<file path="config.mk">
export PLATFORM = sky130hd
export DESIGN_NAME = gpr_file
export DESIGN_NICKNAME = d
export VERILOG_FILES = /design/src/rtl/gpr_pkg.sv /design/src/rtl/gpr_wr_decode.sv /design/src/rtl/gpr_rd_mux.sv /design/src/rtl/gpr_file.sv
export SDC_FILE = /design/constraint.sdc
export NUM_CORES = 2
export LEC_CHECK = 0
export BUFFER_PORTS_ARGS = -buffer_cell sky130_fd_sc_hd__buf_2
export CAP_MARGIN = 20
export CORE_MARGIN = 3
export CORE_UTILIZATION = 42
export DETAILED_ROUTE_END_ITERATION = 8
export PLACE_DENSITY_LB_ADDON = 0.3
export SYNTH_ARGS = -nofsm -noshare
export SYNTH_HDL_FRONTEND = slang
export SYNTH_HIERARCHICAL = 1
export SYNTH_SLANG_ARGS = --single-unit
</file>
<file path="constraint.sdc">
create_clock -name clk_i -period 2.4 [get_ports clk_i]
set_clock_uncertainty 0.1 [all_clocks]
set_input_delay 0.48 -clock clk_i [delete_from_list [all_inputs] [get_ports clk_i]]
set_output_delay 0.48 -clock clk_i [all_outputs]
set_load 0.01 [all_outputs]
</file>
<file path="src/rtl/gpr_pkg.sv">
package gpr_pkg;
    localparam int GPR_XLEN = 64;
    localparam int GPR_ID_W = 4;
    localparam int GPR_NREG = 15;
endpackage

</file>
<file path="src/rtl/gpr_wr_decode.sv">
module gpr_wr_decode #(
    parameter int ID_W = gpr_pkg::GPR_ID_W,
    parameter int NREG = gpr_pkg::GPR_NREG
) (
    input  logic            en_i,
    input  logic [ID_W-1:0] id_i,
    output logic [NREG-1:0] load_o
);
    localparam logic [ID_W-1:0] NULL_ID = '1;

    // One comparator per register; the null code never reaches a strobe.
    for (genvar g = 0; g < NREG; g++) begin : g_dec
        assign load_o[g] = en_i && (id_i != NULL_ID) && (id_i == ID_W'(g));
    end
endmodule

</file>
<file path="src/rtl/gpr_rd_mux.sv">
module gpr_rd_mux #(
    parameter int XLEN = gpr_pkg::GPR_XLEN,
    parameter int ID_W = gpr_pkg::GPR_ID_W,
    parameter int NREG = gpr_pkg::GPR_NREG
) (
    input  logic [NREG-1:0][XLEN-1:0] regs_i,
    input  logic [ID_W-1:0]           id_i,
    output logic [XLEN-1:0]           data_o
);
    // AND-OR select: an unmatched ID (the null code) yields zero.
    always_comb begin
        data_o = '0;
        for (int i = 0; i < NREG; i++) begin
            if (id_i == ID_W'(i)) begin
                data_o = data_o | regs_i[i];
            end
        end
    end
endmodule

</file>
<file path="src/rtl/gpr_file.sv">
module gpr_file #(
    parameter int XLEN = gpr_pkg::GPR_XLEN,
    parameter int ID_W = gpr_pkg::GPR_ID_W,
    parameter int NREG = gpr_pkg::GPR_NREG
) (
    input  logic            clk_i,
    input  logic            rst_i,
    input  logic            wr_en_i,
    input  logic [ID_W-1:0] wr_id_i,
    input  logic [XLEN-1:0] wr_data_i,
    input  logic [ID_W-1:0] rd_a_id_i,
    output logic [XLEN-1:0] rd_a_data_o,
    input  logic [ID_W-1:0] rd_b_id_i,
    output logic [XLEN-1:0] rd_b_data_o
);
    typedef struct packed {
        logic [NREG-1:0][XLEN-1:0] regs;
    } gpr_state_t;

    gpr_state_t      st_d, st_q;
    logic [NREG-1:0] wr_load;

    gpr_wr_decode #(.ID_W(ID_W), .NREG(NREG)) u_dec (
        .en_i   (wr_en_i),
        .id_i   (wr_id_i),
        .load_o (wr_load)
    );

    always_comb begin
        st_d = st_q;
        if (rst_i) begin
            st_d.regs = '0;
        end else begin
            for (int i = 0; i < NREG; i++) begin
                if (wr_load[i]) begin
                    st_d.regs[i] = wr_data_i;
                end
            end
        end
    end

    always_ff @(posedge clk_i) begin
        st_q <= st_d;
    end

    gpr_rd_mux #(.XLEN(XLEN), .ID_W(ID_W), .NREG(NREG)) u_rd_a (
        .regs_i (st_q.regs),
        .id_i   (rd_a_id_i),
        .data_o (rd_a_data_o)
    );

    gpr_rd_mux #(.XLEN(XLEN), .ID_W(ID_W), .NREG(NREG)) u_rd_b (
        .regs_i (st_q.regs),
        .id_i   (rd_b_id_i),
        .data_o (rd_b_data_o)
    );
endmodule

</file>
==> flow_summary.json <==
{
  "drive_gt1_frac": 0.293,
  "met1_usage": 0.417,
  "clk_path_buf_depth": 3,
  "worstMarginPinSlew_ps": 668,
  "core-area_mm2": 0.115,
  "place_congestion": 0.889,
  "synthToLayoutAreaGrowth_pct": 34.6,
  "largest_reg_flops": 960,
  "critPathKind": "input port to output port",
  "cts_tree": "built",
  "ios": 207,
  "hold_class": "input port to flop",
  "row_count": 124,
  "gr-usage-all-layers": 0.309,
  "die_x_um": 346,
  "grt_start_max_net_pins": 82,
  "routed_via_density": 6.42,
  "synth_area_leaders": "dfxtp_1, mux2i_1, nor2_1",
  "maxSlewViolCount": 0,
  "yosys_warnings": 6,
  "antenna_found_initial": 12,
  "critPathMaxFanout": 22,
  "synthCells": 5164,
  "htreeDepth": 3,
  "grt_pass1_vias": 43500,
  "grt_pass1_wl_um": 286000,
  "clk_latency_ps": 690,
  "ys_types": 39,
  "drt-total-wl_um": 204000,
  "period_share": 1.20,
  "drtPass1Iterations": 6,
  "detailed_place_hpwl_um": 118000,
  "synth-seq-cells": 960,
  "arrival_ps": 2310,
  "async_flop_share": 0,
  "drc": 0,
  "avgSynthCellArea_um2": 9.41,
  "cts-root-buf": "clkbuf_16",
  "wl_per_cell_um": 28.7,
  "max_freq_mhz": 346,
  "synthFlopType": "dfxtp_1",
  "die_h_um": 346,
  "cts_sinks": 960,
  "rsz0062_at_grt": "true",
  "leakagePower_nw": 22.6,
  "cap_violations": 0,
  "ir_drop_mv": 0.552,
  "status": "finished, violations left",
  "setup_slack_ps": -487,
  "dieArea_mm2": 0.120,
  "synth_area_mm2": 0.0486,
  "p_total_mw": 38.8,
  "use_met3": 0.0625,
  "vias": 45600,
  "synth_edf_count": 0,
  "largest-register": "st_q",
  "yosysTopAreaCellShare": 0.396,
  "port_buffers": 206,
  "final.fill_count": 9370,
  "start_util": 0.424,
  "violations": "setup timing",
  "power_density_mw_per_mm2": 594,
  "final_nets": 5580,
  "overflow": 0,
  "final_antenna_net_count": 0,
  "yosysTopAreaCell": "dfxtp_1",
  "fin_setup_tns_ps": -43570,
  "setup_viol": 128,
  "slew_headroom": 0.554,
  "min_period_ps": 2890,
  "endpoint_kind": "output port",
  "hold_viol_final": 0,
  "use_met2": 0.470,
  "cp-start-kind": "input port",
  "synth_fp_nets": 5243,
  "mostFrequentLayoutCell": "mux2i_1",
  "final_cell_mix": "mux2i_1, nor2_1, dfxtp_1",
  "cp.required_ps": 1820,
  "ys_seq_area_frac": 0.396,
  "cts_buffers": 103,
  "path_clk_slew_ps": 60,
  "top_usage_layer": "met2",
  "first_iter_violations": 5529,
  "reg_top3": "st_q x960"
}
## metal layers
| layer | up-vias | wire length [um] |
|---|---|---|
| met5 | - | 232 |
| met4 | 8 | 11900 |
| met3 | 730 | 23400 |
| met2 | 2935 | 87600 |
| met1 | 22300 | 81000 |
| li1 | 19600 | - |
## cell families after synthesis
family | share of synthesized area
multiplexers | 0.277
AND/OR/NAND/NOR | 0.113
AO/OA/AOI/OAI | 0.148
flip-flops | 0.396
buffers and inverters | 0.0669
## path summary, 6_finish.rpt
kind | to | from | slack, ps | depth (start not counted)
min | st_q[942] | wr_data_i[46] | 110 | 3
max reg2reg | st_q[569] | st_q[569] | 1450 | 4
min reg2reg | st_q[766] | st_q[766] | 410 | 2
max | rd_b_data_o[58] | rd_b_id_i[3] | -490 | 9
## cells in the mapped netlist, types with 3 or more instances
master    number
nand4b_1       4
nand2_1      131
a211oi_1     126
dfxtp_1      960
nor2b_1       10
mux2i_1     1340
clkbuf_1     165
nand2b_1       4
buf_1         10
nor3_1         3
or4_1        126
nand3b_1       4
mux2_2         4
buf_4         73
nand2_2        6
clkbuf_4      23
o21ai_1       28
and2_1         4
o21ai_0       98
a31oi_1        6
o22ai_1      252
a221oi_1     126
buf_6         73
or3_1          4
a22oi_1      380
buf_2        208
nor2_1       975
## through the flow
step	setup slack (ps)	cell area (um^2)	util	cells	hold slack [ps]
3_3_place_gp	-611	54500	0.476	6774	394
6_report	-487	65400	0.571	7108	114
2_1_floorplan	16.3	48600	-	5164	366
3_5_place_dp	-564	54500	0.476	6774	405
4_1_cts	-423	62700	0.547	7056	80.7
5_1_grt	-439	65400	0.571	7102	125
## layout make-up
class,count,area (um^2),area share
clock inverter,30,443,0.00677
tap,1512,1890,0.0289
timing repair buffer,780,10900,0.166
clock buffer,160,3150,0.0482
multi-input combinational,3656,29700,0.454
antenna,10,25.0,0.000383
sequential,960,19300,0.296
## where the power goes
| part | internal (mW) | total, mW | switching, mW |
|---|---|---|---|
| clock | 10.2 | 17.1 | 6.90 |
| combinational | 2.27 | 5.43 | 3.15 |
| sequential | 16.1 | 16.3 | 0.190 |
## critical path, cell delays in order
cell and delay, ps:
buf_8 110, buf_4 130, nor2b_4 350, buf_12 280, a221oi_2 90, a211oi_1 380, buf_4 220, or4_4 150
buf_6 100
## repair_timing
item	4_1_cts	5_1_grt
endpoints found under the hold margin	1	0
endpoints found under the setup margin	128	128
buffers inserted	73	43
gates resized for setup	583	433
pin swaps	186	187
cloned	50	31
hold buffers	1	0
Power figures use the tool's default switching activity.
